===== config.mk =====
export PLATFORM = sky130hd
export DESIGN_NAME = imm_expander
export DESIGN_NICKNAME = d
export VERILOG_FILES = /design/src/rtl/imm_exp_pkg.sv /design/src/rtl/imm_form_decode.sv /design/src/rtl/imm_rotator.sv /design/src/rtl/imm_replicate.sv /design/src/rtl/imm_carry_ctl.sv /design/src/rtl/imm_expander.sv
export SDC_FILE = /design/constraint.sdc
export NUM_CORES = 1
export LEC_CHECK = 0
export ABC_AREA = 1
export BUFFER_PORTS_ARGS = -buffer_cell sky130_fd_sc_hd__buf_2
export CELL_PAD_IN_SITES_DETAIL_PLACEMENT = 1
export CELL_PAD_IN_SITES_GLOBAL_PLACEMENT = 2
export CORE_MARGIN = 4
export CORE_UTILIZATION = 26
export DETAILED_ROUTE_END_ITERATION = 12
export MAX_ROUTING_LAYER = met4
export PLACE_DENSITY_LB_ADDON = 0.15
export SLEW_MARGIN = 15
export SYNTH_ARGS = -nofsm -noshare
export SYNTH_HDL_FRONTEND = slang
export SYNTH_HIERARCHICAL = 1
export SYNTH_SLANG_ARGS = --single-unit
export TNS_END_PERCENT = 30

===== constraint.sdc =====
create_clock -name vclk -period 3
set_input_delay 0.6 -clock vclk [all_inputs]
set_output_delay 0.6 -clock vclk [all_outputs]
set_load 0.005 [all_outputs]

===== src/rtl/imm_exp_pkg.sv =====
package imm_exp_pkg;

   typedef enum logic [2:0] {
      FORM_PLAIN = 3'd0,
      FORM_LO2   = 3'd1,
      FORM_HI2   = 3'd2,
      FORM_ALL4  = 3'd3,
      FORM_ROT   = 3'd4
   } imm_form_e;

endpackage


===== src/rtl/imm_form_decode.sv =====
module imm_form_decode
   import imm_exp_pkg::*;
#(
   parameter int IMM_W  = 12,
   parameter int BYTE_W = 8,
   parameter int CNT_W  = 5
) (
   input  logic [IMM_W-1:0]  imm_i,
   output imm_form_e         form_o,
   output logic [BYTE_W-1:0] rep_byte_o,
   output logic [BYTE_W-1:0] rot_byte_o,
   output logic [CNT_W-1:0]  rot_cnt_o,
   output logic              invalid_o
);
   localparam int SEL_LO = IMM_W - 2;

   generate
      if (IMM_W != BYTE_W - 1 + CNT_W) begin : g_bad_imm_w
         $error("imm_form_decode: IMM_W must equal BYTE_W-1+CNT_W");
      end
      if (SEL_LO < BYTE_W + 2) begin : g_bad_sel
         $error("imm_form_decode: selector field overlaps layout field");
      end
   endgenerate

   logic rotated;
   assign rotated = |imm_i[IMM_W-1:SEL_LO];

   always_comb begin
      if (rotated) begin
         form_o = FORM_ROT;
      end else begin
         unique case (imm_i[BYTE_W+1:BYTE_W])
            2'b00:   form_o = FORM_PLAIN;
            2'b01:   form_o = FORM_LO2;
            2'b10:   form_o = FORM_HI2;
            default: form_o = FORM_ALL4;
         endcase
      end
   end

   assign rep_byte_o = imm_i[BYTE_W-1:0];
   assign rot_byte_o = {1'b1, imm_i[BYTE_W-2:0]};
   assign rot_cnt_o  = imm_i[IMM_W-1:BYTE_W-1];
   assign invalid_o  = !rotated && (|imm_i[BYTE_W+1:BYTE_W]) && (imm_i[BYTE_W-1:0] == '0);

   always_comb begin

      invalid_form_chk: assert (!invalid_o || (form_o != FORM_PLAIN && form_o != FORM_ROT));
   end
endmodule


===== src/rtl/imm_rotator.sv =====
module imm_rotator #(
   parameter int DATA_W    = 32,
   parameter int BYTE_W    = 8,
   parameter int CNT_W     = 5,
   parameter int ROT_STYLE = 0
) (
   input  logic [BYTE_W-1:0] byte_i,
   input  logic [CNT_W-1:0]  cnt_i,
   output logic [DATA_W-1:0] rot_o
);
   logic [DATA_W-1:0] seed;
   assign seed = {{(DATA_W-BYTE_W){1'b0}}, byte_i};

   generate
      if ((1 << CNT_W) != DATA_W) begin : g_bad_cnt
         $error("imm_rotator: CNT_W must be log2(DATA_W)");
      end
      if (ROT_STYLE == 0) begin : g_log
         logic [DATA_W-1:0] stage [0:CNT_W];
         assign stage[0] = seed;
         for (genvar s = 0; s < CNT_W; s++) begin : g_stage
            localparam int SH = 1 << s;
            assign stage[s+1] = cnt_i[s] ? {stage[s][SH-1:0], stage[s][DATA_W-1:SH]}
                                         : stage[s];
         end
         assign rot_o = stage[CNT_W];
      end else begin : g_wide
         logic [2*DATA_W-1:0] dbl;
         assign dbl   = {seed, seed} >> cnt_i;
         assign rot_o = dbl[DATA_W-1:0];
      end
   endgenerate

   always_comb begin

      rot_bits_kept_chk: assert ($countones(rot_o) == $countones(byte_i));
   end
endmodule


===== src/rtl/imm_replicate.sv =====
module imm_replicate
   import imm_exp_pkg::*;
#(
   parameter int DATA_W = 32,
   parameter int BYTE_W = 8
) (
   input  imm_form_e         form_i,
   input  logic [BYTE_W-1:0] byte_i,
   output logic [DATA_W-1:0] rep_o
);
   localparam int LANES = DATA_W / BYTE_W;

   generate
      if (LANES * BYTE_W != DATA_W || LANES != 4) begin : g_bad_lanes
         $error("imm_replicate: DATA_W must hold exactly four bytes");
      end
      for (genvar k = 0; k < LANES; k++) begin : g_lane
         logic lane_on;
         always_comb begin
            unique case (form_i)
               FORM_PLAIN: lane_on = (k == 0);
               FORM_LO2:   lane_on = (k % 2 == 0);
               FORM_HI2:   lane_on = (k % 2 == 1);
               FORM_ALL4:  lane_on = 1'b1;
               default:    lane_on = 1'b0;
            endcase
         end
         assign rep_o[k*BYTE_W +: BYTE_W] = lane_on ? byte_i : '0;
      end
   endgenerate
endmodule


===== src/rtl/imm_carry_ctl.sv =====
module imm_carry_ctl #(
   parameter int DATA_W = 32,
   parameter int BYTE_W = 8
) (
   input  logic [DATA_W-1:0] value_i,
   input  logic              rotated_i,
   input  logic              flag_logic_i,
   input  logic              carry_i,
   output logic              carry_o,
   output logic              carry_we_o
);
   logic above_byte;
   assign above_byte = |value_i[DATA_W-1:BYTE_W];
   assign carry_we_o = flag_logic_i && rotated_i && above_byte;
   assign carry_o    = carry_we_o ? value_i[DATA_W-1] : carry_i;
endmodule


===== src/rtl/imm_expander.sv =====
module imm_expander
   import imm_exp_pkg::*;
#(
   parameter int DATA_W    = 32,
   parameter int BYTE_W    = 8,
   parameter int IMM_W     = 12,
   parameter int ROT_STYLE = 0
) (
   input  logic [IMM_W-1:0]  imm_i,
   input  logic              carry_i,
   input  logic              flag_logic_i,
   output logic [DATA_W-1:0] value_o,
   output logic              carry_o,
   output logic              carry_we_o,
   output logic              invalid_o
);
   localparam int CNT_W = $clog2(DATA_W);

   generate
      if (ROT_STYLE != 0 && ROT_STYLE != 1) begin : g_bad_style
         $error("imm_expander: ROT_STYLE must be 0 or 1");
      end
   endgenerate

   imm_form_e         form;
   logic [BYTE_W-1:0] rep_byte;
   logic [BYTE_W-1:0] rot_byte;
   logic [CNT_W-1:0]  rot_cnt;
   logic [DATA_W-1:0] rot_val;
   logic [DATA_W-1:0] rep_val;
   logic              is_rot;

   imm_form_decode #(.IMM_W(IMM_W), .BYTE_W(BYTE_W), .CNT_W(CNT_W)) u_dec (
      .imm_i      (imm_i),
      .form_o     (form),
      .rep_byte_o (rep_byte),
      .rot_byte_o (rot_byte),
      .rot_cnt_o  (rot_cnt),
      .invalid_o  (invalid_o)
   );

   imm_rotator #(.DATA_W(DATA_W), .BYTE_W(BYTE_W), .CNT_W(CNT_W), .ROT_STYLE(ROT_STYLE)) u_rot (
      .byte_i (rot_byte),
      .cnt_i  (rot_cnt),
      .rot_o  (rot_val)
   );

   imm_replicate #(.DATA_W(DATA_W), .BYTE_W(BYTE_W)) u_rep (
      .form_i (form),
      .byte_i (rep_byte),
      .rep_o  (rep_val)
   );

   assign is_rot  = (form == FORM_ROT);
   assign value_o = is_rot ? rot_val : rep_val;

   imm_carry_ctl #(.DATA_W(DATA_W), .BYTE_W(BYTE_W)) u_cy (
      .value_i      (value_o),
      .rotated_i    (is_rot),
      .flag_logic_i (flag_logic_i),
      .carry_i      (carry_i),
      .carry_o      (carry_o),
      .carry_we_o   (carry_we_o)
   );

   always_comb begin

      carry_src_chk: assert (!carry_we_o || (flag_logic_i && imm_i[IMM_W-1:IMM_W-2] != 2'b00));

      carry_bit_chk: assert (!carry_we_o || carry_o == value_o[DATA_W-1]);

      carry_hold_chk: assert (carry_we_o || carry_o == carry_i);

      invalid_zero_chk: assert (!invalid_o || value_o == '0);
   end
endmodule


Word level (Yosys, flattened, before mapping)
Cells that the tools add are included.
Word-level totals
  flip-flop bits (word level): 0
  bits of input ports: 14
  output and inout bits: 35
  word-level logic and storage cells: 35
Cells by class
  equal/unequal tests: 6
  mux-type cells: 15
  reductions and logical operators: 14
Operators with widths (number)
  2-to-1 mux 32 bit: 6
  2-to-1 mux 8 bit: 3
  OR reduction 24 bit: 1
  logical NOT 8 bit: 1
  OR reduction 2 bit: 4
  == test 3 x 2 -> 1 bit (second input constant): 2
  case mux 2 bit (3 select lines): 1
  logical AND 1 bit: 4
  2-to-1 mux 1 bit: 4
  == test 3 x 1 -> 1 bit (second input constant): 1
  == test 3 bit (second input constant): 1
  logical NOT 3 bit: 1
  2-to-1 mux 3 bit: 1
  OR reduction 3 bit: 1
  == test 2 x 1 -> 1 bit (second input constant): 1
  == test 2 bit (second input constant): 1
  logical NOT 2 bit: 1
  logical NOT 1 bit: 1

Longest topological paths before layout
Gate-level depths: netlist of run 1.
  depth after elaboration: 11
  mapped depth: 18
  depth with buffers taken out: 16

By module
Netlist of run 1, hierarchy kept.
By module, submodules not included
  imm_rotator: times used 1, cells each 182, area each 878.3 um^2, sequential area each 0.0 um^2
  imm_expander: times used 1, cells each 109, area each 490.5 um^2, sequential area each 0.0 um^2
  imm_form_decode: times used 1, cells each 46, area each 259.0 um^2, sequential area each 0.0 um^2
  imm_replicate: times used 1, cells each 46, area each 202.7 um^2, sequential area each 0.0 um^2
  imm_carry_ctl: times used 1, cells each 29, area each 118.9 um^2, sequential area each 0.0 um^2

Worst setup path after synthesis of run 1
OpenSTA, ideal clock, no wires.
  path type: input -> output
  start point: input port imm_i[7]
  end point: output port carry_o
  arrival: 1978 ps
  required time: 2400 ps
  setup slack: 422 ps
  cell stages on the path: 17
  buffers on the path: 2
  cell sequence: buf_4 > buf_6 > nand2_1 > nand3_1 > nand3_1 > nand3_1 > nand2_1 > nor2_1 > nand3_1 > nand2_1 > nor2_1 > nand2_1 > nor2_1 > nand3_1 > nand2_1 > nand2_1 > nand2_1
On the way
  longest elaborated chain between the ends: 9
  elaborated cells between the ends (all ways): 11
  classes of those cells: mux: 9; reduce/logical: 2
Ends and longest elaborated chain
  start, declared: RTL line imm_expander.sv:9  | input logic [IMM_W-1:0] imm_i,
  2-to-1 mux 32 bit (*) (5 in a row): RTL line imm_rotator.sv:23  | assign stage[s+1] = cnt_i[s] ? {stage[s][SH-1:0], stage[s][DATA_W-1:SH]}
  net rot_val[31]: RTL line imm_expander.sv:29  | logic [DATA_W-1:0] rot_val;
  2-to-1 mux 32 bit (*): RTL line imm_expander.sv:55  | assign value_o = is_rot ? rot_val : rep_val;
  net value_o[31]: RTL line imm_expander.sv:12  | output logic [DATA_W-1:0] value_o,
  OR reduction 24 bit: RTL line imm_carry_ctl.sv:13  | assign above_byte = |value_i[DATA_W-1:BYTE_W];
  logical AND 1 bit: RTL line imm_carry_ctl.sv:14  | assign carry_we_o = flag_logic_i && rotated_i && above_byte;
  2-to-1 mux 1 bit (*): RTL line imm_carry_ctl.sv:15  | assign carry_o = carry_we_o ? value_i[DATA_W-1] : carry_i;
  end, declared: RTL line imm_expander.sv:13  | output logic carry_o,
The timed path passes the listed nets; every way through them passes the cells marked *.

Worst setup path in the final report of run 1
  start point: input port imm_i[9]
  end point: output port carry_o
On the way
  elaborated cells between the ends (all ways): 23
  classes of those cells: eq/ne: 6; mux: 11; reduce/logical: 6
RTL lines (RTL line)
  2-to-1 mux 32 bit (3 in a row): imm_rotator.sv:23
  net rot_val[30]: imm_expander.sv:29
  2-to-1 mux 32 bit: imm_expander.sv:55
  OR reduction 24 bit: imm_carry_ctl.sv:13
  logical AND 1 bit: imm_carry_ctl.sv:14
  2-to-1 mux 1 bit: imm_carry_ctl.sv:15
The timed path passes the listed nets, and every way through them passes these cells.

==> metrics.md, run 1 <==
| Metric | Value |
|---|---|
| Run status | finished, final reports clean |
| Sequential cell count | 0 |
| DRC Markers | 0 |
| Syn Inst Count | 412 |
| Initial core utilization | 0.269 |
| Total negative slack | 0 ns |
| Final Hold Fails | 0 |
| Achievable clock frequency | 0.341 GHz |
| Vias in the first global route | 2519 |
| Vias per cell | 4.87 |
| Synth unique cells | 19 |
| Final Util | 0.369 |
| Sequential area share after synthesis | 0 |
| Worst Hold Class | input pin to primary output |
| Filler cells | 1050 |
| HPWL after DPL | 6.65 mm |
| Final nets | 470 |
| Final instance area | 2680 um^2 |
| Vias | 2692 |
| WP data arrival | 2.33 ns |
| Max-Cap Viols | 0 |
| Worst EP required | 2.40 ns |
| Post-synth top area share | 0.302 |
| Max-slew violation count | 0 |
| Hold_buf cts | 0 |
| Netlist Area Pre-Place | 1950 um^2 |
| Leading cell types by total area after synthesis | nand2_1 (30%), nand3_1 (17%), buf_4 (13%) |
| Top-count cell post-synth | nand2_1 |
| Synth area leader | nand2_1 |
| Final setup violation count | 0 |
| IO Count | 49 |
| FF/Latch Area | 0 um^2 |
| Routed WL | 8.85 mm |
| Layout clock buffer count | 0 |
| CORE AREA | 7250 um^2 |
| Initial DRC count | 119 |
| Die Wd | 94.6 um |
| Number of cell rows | 31 |
| RePlAce Congestion | 0.830 |
| DRT Pass-1 Iters | 4 |
| Crit-path max FO | 16 |
| Syn Area/Cell | 4.73 um^2 |
| Hold path depth | 4 |
| Die Height | 94.6 um |
| Remaining Overflow, GRT | 0 |
| Total track usage | 0.186 |
| Number of port buffers | 49 |
| Endpoint, Worst Hold | carry_o |
| Synth cell count leaders | nand2_1 (157), nand3_1 (67), nor2_1 (62), buf_4 (33), inv_1 (26) |
| Initial antenna violation count | 0 |
| Area Growth Syn to Fin | 37.4% |
| Post-route ant nets | 0 |
| CP Class | input pin to primary output |
| Final period utilization | 0.976 |
| Post-place instance area | 2200 um^2 |
| Largest net degree at the start of global routing | 34 |
| Ys Warns | 6 |
| Tot Pwr | 0.432 mW |
| Min-delay src | carry_i |
| Die ar. | 8950 um^2 |
| Pleak | 1.57 nW |
| Antenna cells | 0 |
| Minimum clock period | 2.93 ns |
| Startpoint Class | input pin |
| Fraction of layout cells with a size suffix above 1 | 0.368 |
| Syn_nets | 426 |
| First-pass GRT wire length | 12.9 mm |
| DR WL/cell | 16.0 um |
| Worst Setup End Kind | primary output |
| Worst VDD drop | 0.0614 mV |
| Power Density | 161 nW/um^2 |
==> per-layer routing <==
metal / track usage / vias up / wire (um)
li1: - / 1357 / -
met1: 0.266 / 1261 / 4200
met2: 0.312 / 66 / 4270
met3: 0.00239 / 8 / 298
met4: 0.00721 / 0 / 76
met5: - / - / 0
==> kinds of logic (layout without fill, tap and decap cells) <==
group                  Yosys count  count (layout)  share of synthesized area
AO/OA/AOI/OAI                    3               3                    0.00770
buffers and inverters           83             124                      0.253
other                            1               1                    0.00192
AND/OR/NAND/NOR                325             326                      0.737
==> layout by cell type (no fill, tap or decap), types with 3 or more instances in the layout <==
master,n
clkbuf_16,5
buf_8,4
nand4_1,16
buf_4,31
and2_4,3
buf_2,45
inv_1,23
o21ai_1,3
nand2_1,134
nor2_2,10
nand2_2,25
nand3_1,54
nor2_4,6
buf_6,8
nand3_2,19
nor2_1,55
==> metrics by stage <==
step                setup slack [ns]  hold WS, ns  instances
floorplan                      0.422         1.29        412
global placement              -0.300         1.46        539
detailed placement            -0.398         1.47        539
CTS                          0.00341         1.47        543
global route                 -0.0343         1.48        553
finish                        0.0716         1.47        553
==> where the power goes <==
part,total (mW),leakage (nW),internal [mW],switching (mW)
Clock,0,0,0,0
Sequential,0,0,0,0
Combinational,0.432,1.57,0.178,0.254
Total,0.432,1.57,0.178,0.254
==> worst max-delay path by stage <==
| stage | endpoint | cells after the start | from | slack, ns |
|---|---|---|---|---|
| floorplan | carry_o | 17 | imm_i[7] | 0.42 |
| global placement | carry_o | 17 | imm_i[11] | -0.30 |
| detailed placement | carry_o | 17 | imm_i[10] | -0.40 |
| CTS | carry_o | 18 | imm_i[7] | 0.003 |
| global route | carry_o | 17 | imm_i[10] | -0.03 |
| finish | carry_o | 17 | imm_i[9] | 0.07 |
==> worst max-delay path: stages <==
cell and delay, ns:
buf_2 0.10, buf_6 0.16, inv_6 0.09, nand3_1 0.16, nand2_1 0.08, nand2_1 0.13
nor2_1 0.06, nand3_1 0.07, nand2_1 0.11, nor2_1 0.13, nand2_1 0.09, nor2_1 0.13
nand3_2 0.12, nand2_2 0.09, nand2_1 0.05, nand2_1 0.05, buf_2 0.10
==> timing repair <==
action,CTS,global route
pin swaps,1,18
setup endpoints to repair,2,2
resized for setup,15,74
setup buffers,3,5
cloned,1,5
==> area by class of cell <==
type	count	area, um^2	area share
Inverter	29	134	0.0500
Timing Repair Buffer	95	773	0.289
Multi-Input combinational cell	330	1650	0.615
Tap cell	99	124	0.0462
Note: power is estimated with default switching activity, not from simulation.
==> run 2, diff against run 1 <==
--- a/config.mk
+++ b/config.mk
@@ -10,13 +10,12 @@
 export CELL_PAD_IN_SITES_DETAIL_PLACEMENT = 1
 export CELL_PAD_IN_SITES_GLOBAL_PLACEMENT = 2
 export CORE_MARGIN = 4
-export CORE_UTILIZATION = 26
+export CORE_UTILIZATION = 22
 export DETAILED_ROUTE_END_ITERATION = 12
 export MAX_ROUTING_LAYER = met4
 export PLACE_DENSITY_LB_ADDON = 0.15
 export SLEW_MARGIN = 15
 export SYNTH_ARGS = -nofsm -noshare
 export SYNTH_HDL_FRONTEND = slang
-export SYNTH_HIERARCHICAL = 1
 export SYNTH_SLANG_ARGS = --single-unit
 export TNS_END_PERCENT = 30
==> run 2 against run 1 <==
Effect of this change: combinational power shrank 55%; cell count shrank 48%; maximum frequency grew 20%; power shrank 55%; wire length shrank 47%; sequential share of layout area is the same; clock-buffer cell count is the same; largest power group unchanged; largest cell class unchanged; highest routed layer unchanged; core utilization shrank 8.9 points.
==> metrics.md, run 2 <==
| Metric | Value |
|---|---|
| Clock power frac | 0 |
| Unrepaired setup endpoints after global routing | false |
| Vias | 1451 |
| Total negative slack | 0 ns |
| Slew HR | 0.692 |
| Most common cell after layout, fill and taps aside | nand2_1 |
| Vias per cell | 5.00 |
| Routed WL | 4.65 mm |
| DR WL/cell | 16.0 um |
| Ys Warns | 0 |
| First-pass GRT wire length | 7.40 mm |
| Worst-Margin Slew | 0.460 ns |
| DRC Markers | 0 |
| Leading cell types by total area after synthesis | nand2_1 (26%), nand3_1 (26%), buf_6 (5.6%) |
| Commonest non-fill, non-tap cells in the layout | nand2_1 (70), nand3_1 (52), buf_2 (49) |
| Max incr delay on CP | 0.33 ns |
| Hold_buf cts | 0 |
| FF/Latch Area | 0 um^2 |
| Synth area leader | nand2_1 |
| Crit-path max FO | 8 |
| Fraction of layout cells with a size suffix above 1 | 0.332 |
| Layout clock buffer count | 0 |
| Top-count cell post-synth | nand2_1 |
| Pre-CTS setup slack | 0.548 ns |
| Worst setup path startpoint | imm_i[11] |
| Final setup violation count | 0 |
| Worst EP required | 2.40 ns |
| Startpoint Class | input pin |
| Finished Layout Cells | 290 |
| Number of port buffers | 49 |
| CP max stage cell | nor2_2 |
| Initial antenna violation count | 0 |
| Die Height | 75.8 um |
| IO Count | 49 |
| Power Density | 156 nW/um^2 |
| Total track usage | 0.171 |
| Syn Area/Cell | 5.11 um^2 |
| DP Cell Count | 290 |
| Final nets | 254 |
| Initial core utilization | 0.229 |
| Critical Path, Cell by Cell | buf_2, inv_1, nor2_2, buf_4, nand3_1, nand2_1, buf_2 |
| DRT Pass-1 Iters | 4 |
| Worst Setup EP | value_o[14] |
| Vias in the first global route | 1404 |
| Switch Pwr | 0.126 mW |
| Int Power | 0.0670 mW |
| Die ar. | 5750 um^2 |
| Worst Hold Class | input pin to primary output |
| Netlist Area Pre-Place | 1010 um^2 |
| Initial DRC count | 80 |
| Post-cts resize count | 0 |
| Largest net degree at the start of global routing | 19 |
| Die Wd | 75.8 um |
| CP Class | input pin to primary output |
| Max-slew violation count | 0 |
| Post-synth top area share | 0.260 |
| Seq pwr share | 0 |
| Syn Inst Count | 198 |
| Tot Pwr | 0.193 mW |
| Worst Setup End Kind | primary output |
| Synth unique cells | 24 |
| Minimum clock period | 2.43 ns |
| Antenna cells | 0 |
| Run status | finished, final reports clean |
| Logic pwr share | 1.000 |
| Crit path top cell by count | buf_2 |
| RePlAce Congestion | 0.815 |
| Syn_nets | 212 |
| Final period utilization | 0.810 |
| Final worst-path setup slack | 0.569 ns |
| Number of cell rows | 24 |
| Sw frac | 0.652 |
| Remaining Overflow, GRT | 0 |
| Final Hold Fails | 0 |
| Sequential area share after synthesis | 0 |
| Post-route ant nets | 0 |
| Sequential cell count | 0 |
| Post-CTS Setup Inserts | 0 |
| Area Growth Syn to Fin | 22.1% |
| CORE AREA | 4410 um^2 |
| Pleak | 0.718 nW |
| WP data arrival | 1.83 ns |
| Max-Cap Viols | 0 |
| HPWL after DPL | 3.69 mm |
| Worst VDD drop | 0.0437 mV |
| Achievable clock frequency | 0.411 GHz |
| Synth cell count leaders | nand2_1 (70), nand3_1 (52), inv_1 (8), nand2_2 (8) |
-- run 2: changes by cell type after synthesis, sizes merged, moves of 10 or more --
cell | previous run | this run
nand3 | 74 | 53
nand4 | 16 | 6
nand2 | 161 | 78
inv | 29 | 15
buf | 48 | 11
nor2 | 70 | 13
o21ai | 3 | 14
-- run 2: worst min-delay path by stage --
stage / from / endpoint / slack [ns] / cells past startpoint
after floorplan: imm_i[2] / value_o[2] / 1.30 / 2
after global placement: carry_i / carry_o / 1.50 / 4
after detailed placement: carry_i / carry_o / 1.50 / 4
after CTS: carry_i / carry_o / 1.50 / 4
after global routing: carry_i / carry_o / 1.53 / 4
final: carry_i / carry_o / 1.50 / 4
-- run 2: per-stage QoR --
step	instance area, um^2	hold slack, ns	utilization
floorplan	1010	1.30	-
global placement	1240	1.50	0.280
detailed placement	1240	1.50	0.280
CTS	1240	1.50	0.280
global route	1240	1.53	0.280
finish	1240	1.50	0.280
-- run 2: per-layer routing --
metal  global-route usage  wire length, um
met1                0.259             2350
met2                0.265             2010
met3                    0              272
met4              0.00971               23
met5                    -                0
-- run 2: cell families (layout without fill, tap and decap cells) --
| group | after synthesis | after routing | share of synthesized area |
|---|---|---|---|
| AND/OR/NAND/NOR | 153 | 153 | 0.722 |
| buffers and inverters | 27 | 67 | 0.176 |
| AO/OA/AOI/OAI | 18 | 18 | 0.103 |
-- run 2: power by group through the flow --
stage | Combinational, mW | Clock, mW | Sequential [mW]
2_1_floorplan | 0.125 | 0 | 0
3_3_place_gp | 0.196 | 0 | 0
3_5_place_dp | 0.194 | 0 | 0
4_1_cts | 0.195 | 0 | 0
5_1_grt | 0.219 | 0 | 0
6_report | 0.193 | 0 | 0
-- run 2: area by class of cell --
class / instances / area [um^2]
Inverter: 16 / 76.3
Multi-Input combinational cell: 171 / 835
Timing Repair Buffer: 51 / 260
Fill cell: 626 / 3180
Tap cell: 52 / 65.1
-- run 2: critical path, delay by kind of cell --
family        cells  cell delay (ns)
buf+inv           4             0.66
simple gates      3             0.56
